`config.mk`:
```
export PLATFORM = sky130hd
export DESIGN_NAME = host_bus_if
export DESIGN_NICKNAME = d
export VERILOG_FILES = /design/src/rtl/hbi_pkg.sv /design/src/rtl/hbi_sync.sv /design/src/rtl/hbi_par.sv /design/src/rtl/hbi_ser.sv /design/src/rtl/host_bus_if.sv
export SDC_FILE = /design/constraint.sdc
export NUM_CORES = 1
export LEC_CHECK = 0
export BUFFER_PORTS_ARGS = -buffer_cell sky130_fd_sc_hd__buf_2
export CAP_MARGIN = 20
export CORE_ASPECT_RATIO = 1.25
export CORE_MARGIN = 5
export CORE_UTILIZATION = 61
export DETAILED_ROUTE_END_ITERATION = 6
export GPL_ROUTABILITY_DRIVEN = 0
export HOLD_SLACK_MARGIN = 0.02
export PLACE_DENSITY = 0.84
export REMOVE_ABC_BUFFERS = 1
export SKIP_CTS_REPAIR_TIMING = 1
export SLEW_MARGIN = 20
export SYNTH_ARGS = -nofsm -noshare
export SYNTH_HDL_FRONTEND = slang
export SYNTH_HIERARCHICAL = 1
export SYNTH_SLANG_ARGS = --single-unit
```
`constraint.sdc`:
```
create_clock -name clk -period 4.6 [get_ports clk]
set_clock_uncertainty 0.1 [all_clocks]
set_input_delay 0.46 -clock clk [delete_from_list [all_inputs] [get_ports clk]]
set_output_delay 0.46 -clock clk [all_outputs]
set_load 0.02 [all_outputs]
```
`src/rtl/hbi_pkg.sv`:
```
package hbi_pkg;
  localparam int unsigned DW        = 8;
  localparam int unsigned SDI_BIT   = 7;
  localparam int unsigned SCLK_BIT  = 6;

  // bits per serial frame for the selected variant
  function automatic int unsigned frame_bits(input logic three_wire, input int unsigned w);
    return three_wire ? (2 * w + 1) : w;
  endfunction
endpackage

```
`src/rtl/hbi_sync.sv`:
```
module hbi_sync #(
  parameter int unsigned W = 1,
  parameter logic [W-1:0] RST = '0
) (
  input  logic         clk,
  input  logic         rst_n,
  input  logic [W-1:0] d,
  output logic [W-1:0] q
);
  logic [W-1:0] meta;

  always_ff @(posedge clk or negedge rst_n) begin
    if (!rst_n) begin
      meta <= RST;
      q    <= RST;
    end else begin
      meta <= d;
      q    <= meta;
    end
  end
endmodule

```
`src/rtl/hbi_par.sv`:
```
module hbi_par #(
  parameter int unsigned DW = 8
) (
  input  logic          clk,
  input  logic          rst_n,
  input  logic          en,
  input  logic          style68,
  input  logic          cs_n,
  input  logic          dc,
  input  logic          rd,
  input  logic          wr,
  input  logic [DW-1:0] data,
  input  logic [DW-1:0] rd_data,
  output logic          ev_valid,
  output logic          ev_dc,
  output logic [DW-1:0] ev_data,
  output logic          rd_req,
  output logic          rd_dc,
  output logic          oe,
  output logic [DW-1:0] dout
);
  logic rd_p, wr_p, phase_p;

  // named events for checking
  wire sel      = en & ~cs_n;
  wire wr_edge  = sel & (style68 ? (rd_p & ~rd & ~wr) : (~wr_p & wr));
  wire rd_phase = sel & (style68 ? (rd & wr) : ~rd);
  wire rd_start = rd_phase & ~phase_p;

  always_ff @(posedge clk or negedge rst_n) begin
    if (!rst_n) begin
      rd_p     <= 1'b1;
      wr_p     <= 1'b1;
      phase_p  <= 1'b0;
      ev_valid <= 1'b0;
      ev_dc    <= 1'b0;
      ev_data  <= '0;
      rd_req   <= 1'b0;
      rd_dc    <= 1'b0;
      oe       <= 1'b0;
      dout     <= '0;
    end else begin
      rd_p     <= rd;
      wr_p     <= wr;
      phase_p  <= rd_phase;
      ev_valid <= wr_edge;
      if (wr_edge) begin
        ev_dc   <= dc;
        ev_data <= data;
      end
      rd_req <= rd_start;
      if (rd_start) rd_dc <= dc;
      oe   <= rd_phase;
      dout <= rd_phase ? rd_data : '0;
    end
  end

  p_single_pulse_r2: assert property (@(posedge clk) disable iff (!rst_n)
    ev_valid |=> !ev_valid);
  p_cs_blocks_r6: assert property (@(posedge clk) disable iff (!rst_n)
    cs_n |=> (!ev_valid && !rd_req && !oe));
  p_req_once_r4: assert property (@(posedge clk) disable iff (!rst_n)
    rd_req |=> !rd_req);
  p_req_with_oe_r5: assert property (@(posedge clk) disable iff (!rst_n)
    rd_req |-> oe);
endmodule

```
`src/rtl/hbi_ser.sv`:
```
module hbi_ser
  import hbi_pkg::*;
#(
  parameter int unsigned DW = 8
) (
  input  logic          clk,
  input  logic          rst_n,
  input  logic          en,
  input  logic          three_wire,
  input  logic          cs_n,
  input  logic          dc,
  input  logic          sclk,
  input  logic          sdi,
  output logic          ev_valid,
  output logic          ev_dc,
  output logic [DW-1:0] ev_data
);
  localparam int unsigned FRAME3 = 2 * DW + 1;
  localparam int unsigned CW     = $clog2(FRAME3);

  logic [CW-1:0]   cnt;
  logic [2*DW-1:0] shreg;
  logic            sclk_p;
  logic            pend_v;
  logic [DW-1:0]   pend_data;

  wire sclk_rise  = en & ~cs_n & sclk & ~sclk_p;
  wire last_bit   = (cnt == CW'(frame_bits(three_wire, DW) - 1));
  wire frame_done = sclk_rise & last_bit;

  always_ff @(posedge clk or negedge rst_n) begin
    if (!rst_n) begin
      cnt       <= '0;
      shreg     <= '0;
      sclk_p    <= 1'b0;
      pend_v    <= 1'b0;
      pend_data <= '0;
      ev_valid  <= 1'b0;
      ev_dc     <= 1'b0;
      ev_data   <= '0;
    end else begin
      sclk_p   <= sclk;
      ev_valid <= 1'b0;
      if (pend_v) begin
        ev_valid <= 1'b1;
        ev_data  <= pend_data;
        pend_v   <= 1'b0;
      end
      if (cs_n || !en) begin
        cnt <= '0;
      end else if (frame_done) begin
        cnt      <= '0;
        ev_valid <= 1'b1;
        if (three_wire) begin
          ev_dc     <= sdi;
          ev_data   <= shreg[2*DW-1:DW];
          pend_v    <= 1'b1;
          pend_data <= shreg[DW-1:0];
        end else begin
          ev_dc   <= dc;
          ev_data <= {shreg[DW-2:0], sdi};
        end
      end else if (sclk_rise) begin
        cnt   <= cnt + 1'b1;
        shreg <= {shreg[2*DW-2:0], sdi};
      end
    end
  end

  p_cnt_bound_r8: assert property (@(posedge clk) disable iff (!rst_n)
    cnt <= CW'(FRAME3 - 1));
  p_cs_clears_r9: assert property (@(posedge clk) disable iff (!rst_n)
    cs_n |=> (cnt == '0));
  p_byte_pulse_r7: assert property (@(posedge clk) disable iff (!rst_n)
    (!three_wire && ev_valid) |=> !ev_valid);
endmodule

```
`src/rtl/host_bus_if.sv`:
```
module host_bus_if
  import hbi_pkg::*;
#(
  parameter int unsigned DW = hbi_pkg::DW
) (
  input  logic          clk,
  input  logic          rst_n,
  input  logic          par_sel_i,
  input  logic          ser3_sel_i,
  input  logic          style68_i,
  input  logic          cs_n_i,
  input  logic          dc_i,
  input  logic          rd_i,
  input  logic          wr_i,
  input  logic [DW-1:0] data_i,
  input  logic [DW-1:0] rd_data_i,
  output logic [DW-1:0] data_o,
  output logic          data_oe_o,
  output logic          rd_req_o,
  output logic          rd_dc_o,
  output logic          xfer_valid_o,
  output logic          xfer_dc_o,
  output logic [DW-1:0] xfer_data_o
);
  localparam int unsigned SW = DW + 4;
  localparam logic [SW-1:0] SYNC_RST = {4'b1011, {DW{1'b0}}};

  logic [SW-1:0] bus_q;
  logic          cs_q, dc_q, rd_q, wr_q;
  logic [DW-1:0] dat_q;

  hbi_sync #(.W(SW), .RST(SYNC_RST)) u_sync (
    .clk(clk), .rst_n(rst_n),
    .d({cs_n_i, dc_i, rd_i, wr_i, data_i}),
    .q(bus_q)
  );
  assign {cs_q, dc_q, rd_q, wr_q, dat_q} = bus_q;

  logic          p_valid, p_dc, s_valid, s_dc;
  logic [DW-1:0] p_data, s_data;

  hbi_par #(.DW(DW)) u_par (
    .clk(clk), .rst_n(rst_n), .en(par_sel_i), .style68(style68_i),
    .cs_n(cs_q), .dc(dc_q), .rd(rd_q), .wr(wr_q), .data(dat_q),
    .rd_data(rd_data_i),
    .ev_valid(p_valid), .ev_dc(p_dc), .ev_data(p_data),
    .rd_req(rd_req_o), .rd_dc(rd_dc_o), .oe(data_oe_o), .dout(data_o)
  );

  hbi_ser #(.DW(DW)) u_ser (
    .clk(clk), .rst_n(rst_n), .en(~par_sel_i), .three_wire(ser3_sel_i),
    .cs_n(cs_q), .dc(dc_q), .sclk(dat_q[SCLK_BIT]), .sdi(dat_q[SDI_BIT]),
    .ev_valid(s_valid), .ev_dc(s_dc), .ev_data(s_data)
  );

  assign xfer_valid_o = par_sel_i ? p_valid : s_valid;
  assign xfer_dc_o    = par_sel_i ? p_dc    : s_dc;
  assign xfer_data_o  = par_sel_i ? p_data  : s_data;

  p_serial_no_drive_r10: assert property (@(posedge clk) disable iff (!rst_n)
    !par_sel_i |-> (!data_oe_o && !rd_req_o));
  p_oe_needs_select_r6: assert property (@(posedge clk) disable iff (!rst_n)
    $rose(data_oe_o) |-> !$past(cs_q));
endmodule

```
==> Word-level counts from Yosys, hierarchy flattened <==
Index checks and enable logic that the tools add are counted.
{ "op_classes": {"add_sub_neg": 2, "reduce_logical": 5, "eq_ne": 1, "n_mux": 21, "bitwise_logic": 21} }
{ "ops": {"columns": ["op", "count"], "rows": [
  ["2-to-1 mux 8 bit", 6],
  ["2-to-1 mux 5 bit", 4],
  ["AND 1 bit", 12],
  ["2-to-1 mux 1 bit", 11],
  ["inverter 1 bit", 9],
  ["AND reduction 3 bit", 2],
  ["adder 5 x 1 -> 5 bit (second input constant)", 1],
  ["equality test 5 bit", 1],
  ["subtractor 5 x 1 -> 5 bit (second input constant)", 1],
  ["nonzero test 3 bit", 1],
  ["AND reduction 2 bit", 1],
  ["logical OR 1 bit", 1]
]} }
{ "word_totals": {"register_bits": 88, "input_bits": 25} }

==> Logic depth before layout (Yosys ltp) <==
{ "depth": {"depth_word": 7, "mapped_depth": 8} }

==> By module <==
The synthesis kept the hierarchy.
{ "modules_own_cells": {"columns": ["module", "cells_each", "seq_area_each_um2", "area_per_inst_um2", "instances"], "rows": [
  ["hbi_ser", 133, 1026.0, 1809.2, 1],
  ["hbi_par", 52, 578.1, 824.5, 1],
  ["hbi_sync", 24, 608.1, 608.1, 1],
  ["host_bus_if", 12, 0.0, 161.4, 1]
]} }

==> Least setup slack after synthesis <==
OpenSTA, ideal clock, no wires.
{ "synth_timing": {"path_type": "in2reg", "startpoint": "in par_sel_i", "endpoint": "reg u_ser.shreg[10]", "setup_time_ps": 125, "t_required_ps": 4375, "stages": 8, "path_slack_ps": 2614, "arrival_time_ps": 1761, "path_cell_list": "buf_6 inv_1 nand2b_1 buf_1 nor2_1 nand2_2 buf_2 mux2_2"} }
{ "synth_between": {"elab_chain_cells": 7, "word_cells_on_any_way": 9, "classes_between": "bitwise: 7; reduce/logical: 2"} }
{ "synth_rtl": {"columns": ["item", "line_no", "text"], "rows": [
  ["start: declaration", "host_bus_if.sv:8", "input logic par_sel_i,"],
  ["inverter 1 bit", "host_bus_if.sv:51", ".clk(clk), .rst_n(rst_n), .en(~par_sel_i), .three_wire(ser3_sel_i),"],
  ["AND 1 bit (3 in series)", "hbi_ser.sv:27", "wire sclk_rise = en & ~cs_n & sclk & ~sclk_p;"],
  ["AND 1 bit", "hbi_ser.sv:29", "wire frame_done = sclk_rise & last_bit;"],
  ["inverter 1 bit (no source line)", null, null],
  ["AND reduction 3 bit (no source line) *", null, null],
  ["end signal: assignment", "hbi_ser.sv:65", "shreg <= {shreg[2*DW-2:0], sdi};"],
  ["end: declaration", "hbi_ser.sv:22", "logic [2*DW-1:0] shreg;"]
]} }
Every way passes the cells marked *; elsewhere a longest branch is shown, timed or not.
A chain may end at the register's enable or synchronous reset.

==> Final worst setup path <==
{ "layout_timing": {"startpoint": "reg u_ser.cnt[2]", "endpoint": "reg u_ser.ev_dc"} }
{ "layout_between": {"elab_chain_cells": 3} }
{ "layout_rtl": {"columns": ["item", "line_no", "text"], "rows": [
  ["start: declaration", "hbi_ser.sv:21", "logic [CW-1:0] cnt;"],
  ["start signal: assignment", "hbi_ser.sv:64", "cnt <= cnt + 1'b1;"],
  ["equality test 5 bit", "hbi_ser.sv:28", "wire last_bit = (cnt == CW'(frame_bits(three_wire, DW) - 1));"],
  ["AND 1 bit", "hbi_ser.sv:29", null],
  ["AND reduction 2 bit (no source line)", null, null],
  ["end signal: assignment", "hbi_ser.sv:55", "ev_dc <= sdi;"],
  ["end: declaration", "hbi_ser.sv:15", "output logic ev_dc,"]
]} }
No other way between the ends.

==> reports/results.txt <==
Synth unique cells - 32
Async SR Flop Fraction - 100%
RSZ-0062 raised after global routing - false
Finish-stage setup viols - 0
Buffers on Ports - 45
Reg area - 2210 um^2
CTS tree - yes
Number of remaining DRC errors - 0
Post-route minimum period - 2.23 ns
Crit-path slowest cell - nand2b_1
Die width - 76.8 um
Final Hold Vio Count - 0
DRT met1 WL - 2180 um
Commonest non-fill, non-tap cells in the layout - dfrtp_1 (80), buf_2 (44), mux2_2 (37), mux2i_1 (24), clkbuf_8 (10)
Worst-path fanout max - 11
Worst flop-to-flop path startpoint - u_ser/cnt[2]
Area occupied by multi-input gates - 1130 um^2
Commonest non-fill, non-tap cell in the layout - dfrtp_1
WL final - 5790 um
Worst Tran Pin Value - 0.733 ns
Fin. max-slew vios - 0
Worst R2R End - u_ser/ev_dc
Largest net degree at the start of global routing - 89
Root Driver - clkbuf_8
Worst Setup End Kind - flop
Drt first-iter violations - 73
Largest cells by area after synthesis - dfrtp_1 (59%), mux2_2 (12%), mux2i_1 (7.1%), dfstp_2 (6.2%), mux2_4 (4.0%)
FP Rows - 30
Die ar. - 7180 um^2
Starting Density - 62.5%
CP required - 4.74 ns
Worst vdd ir - 0.000279 V
Met2 WL - 3260 um
CTS Buf Count - 9
Yosys top cell area share - 58.8%
Slew HR - 51.1%
Clock-pin slew on the worst setup and hold paths - 0.08 ns
PwrDens - 387 nW/um^2
Syn Inst Count - 221
First-pass GRT wire length - 10100 um
Initial antenna violation count - 0
Final period utilization - 48.6%
Remaining Overflow, GRT - 0
Clock Latency Late Sink - 0.35 ns
Critical path data arrival time - 2.38 ns
Met3 wire length - 230 um
Critical Path Max Stage Delay - 0.56 ns
Post-synth EDFFs - 0
Diode count - 0
CTS H-tree lvls - 3
Min-delay worst type - input port to async pin
Dpl hpwl - 4040 um
Vias in the first global route - 2072
Mapped Area - 3400 um^2
P_leak - 0.00193 uW
Yosys top cell by area - dfrtp_1
Io pins - 46
Gr usage total - 18.4%
Clock sinks - 88
Max Cap Viol - 0
1st-pass router iterations - 4
Wire per inst - 17.1 um
Via density - 5.47
Syn Area/Cell - 15.4 um^2
FF-to-FF setup slack - 2.37 ns
Vias - 1854
Cell depth of the worst flop-to-flop path - 4
PnR worst setup slack - 2.37 ns
CP cell instances - and3_1 > a22oi_2 > nand2b_1 > mux2_2
Clk buf depth - 2
Seq cells post-synth - 88
Max Clk Rate - 0.448 GHz
Core region area - 5440 um^2
Layout area overhead - 13.3%
Layout cell share with drive strength beyond 1 - 44.0%
Top routing layer used - met4
Startpoint types - flop
Fillers - 367
Register area share after synthesis - 65.0%
Final ANT Viol Nets - 0
DIE HEIGHT - 93.5 um
Number of nets in the layout - 296
Setup TNS - 0 ns
Critical path class - flop to flop
Yosys Warn Count - 6
Post-synth top flop - dfrtp_1
Outcome - complete, no violations
Place WS - 2.15 ns
final cells by class:
type / count / share of cell area (%)
Sequential cell: 88 / 57.4
Multi-Input combinational cell: 121 / 29.4
Timing Repair Buffer: 45 / 6.00
Clock buffer: 10 / 3.57
Tap cell: 64 / 2.08
Clock inverter: 6 / 1.07
Inverter: 5 / 0.487
how the worst max path moves through the flow:
| stage | start | to | slack (ns) |
|---|---|---|---|
| after global routing | u_ser/cnt[2] | u_ser/ev_dc | 2.23 |
| after floorplan | u_ser/cnt[2] | u_ser/ev_dc | 2.59 |
| after global placement | ser3_sel_i | u_ser/ev_dc | 2.20 |
| final | u_ser/cnt[2] | u_ser/ev_dc | 2.37 |
| after detailed placement | ser3_sel_i | u_ser/ev_dc | 2.15 |
| after CTS | u_ser/cnt[2] | u_ser/ev_dc | 2.36 |
cells in the mapped netlist (2+ instances only):
cell       n
nand2b_1   4
nor3_1     2
mux2_4     9
dfstp_2    8
a21oi_1    5
and2_1     8
mux2_2    37
nor3b_1    2
dfrtp_1   80
inv_1      5
buf_2      3
and3_1     2
nor2b_1    2
nand3_1    3
nor2_1     4
buf_1      3
mux2i_1   24
nand2_1    6
metal layers:
| layer | global-route usage, % | vias up |
|---|---|---|
| met3 | 4.91 | 10 |
| li1 | - | 875 |
| met4 | 7.73 | 0 |
| met5 | 0 | - |
| met2 | 32.4 | 37 |
| met1 | 20.9 | 932 |
stage by stage:
stage          util (%)  std cells  hold WS (ns)  total power, uW  area (um^2)
6_report           70.9        339        0.0501             1490         3860
5_1_grt            70.9        339        0.0747             1580         3860
4_1_cts            70.8        339        0.0845             1510         3850
3_5_place_dp       67.5        323         0.238             1040         3670
2_1_floorplan         -        214        0.0644              969         3370
3_3_place_gp       67.5        323         0.233             1030         3670
flip-flops by register name, indices dropped and copies added, names as in the netlist:
signal,flops
u_par/dout,8
u_par/wr_p,1
u_ser/ev_data,8
u_par/ev_dc,1
u_ser/ev_dc,1
u_par/rd_dc,1
u_ser/pend_data,8
u_ser/pend_v,1
u_sync/q,12
u_par/ev_data,8
u_ser/sclk_p,1
u_ser/shreg,16
u_par/phase_p,1
u_par/rd_p,1
u_par/ev_valid,1
u_par/rd_req,1
u_sync/meta,12
u_ser/cnt,5
u_ser/ev_valid,1
cells by family after synthesis:
family / count (synthesis) / share of synthesized area (%)
buf+inv: 12 / 1.65
compound gates: 10 / 2.21
fa+ha+maj: 1 / 0.368
mux: 70 / 23.3
simple gates: 40 / 7.50
flops: 88 / 65.0
critical path, delay by kind of cell (launching register included):
kind               cells  cell delay (ns)
DFF                    1             0.43
and+or+nand+nor        2             0.79
muxes                  1             0.40
AOI/OAI and AO/OA      1             0.40
report_power, final:
part           leakage [uW]  switching [uW]  internal, uW
sequential          0.00109            35.1           830
clock             0.0000968             259           213
combinational      0.000742            78.1          77.5
Note: power is estimated with default switching activity, not from simulation.
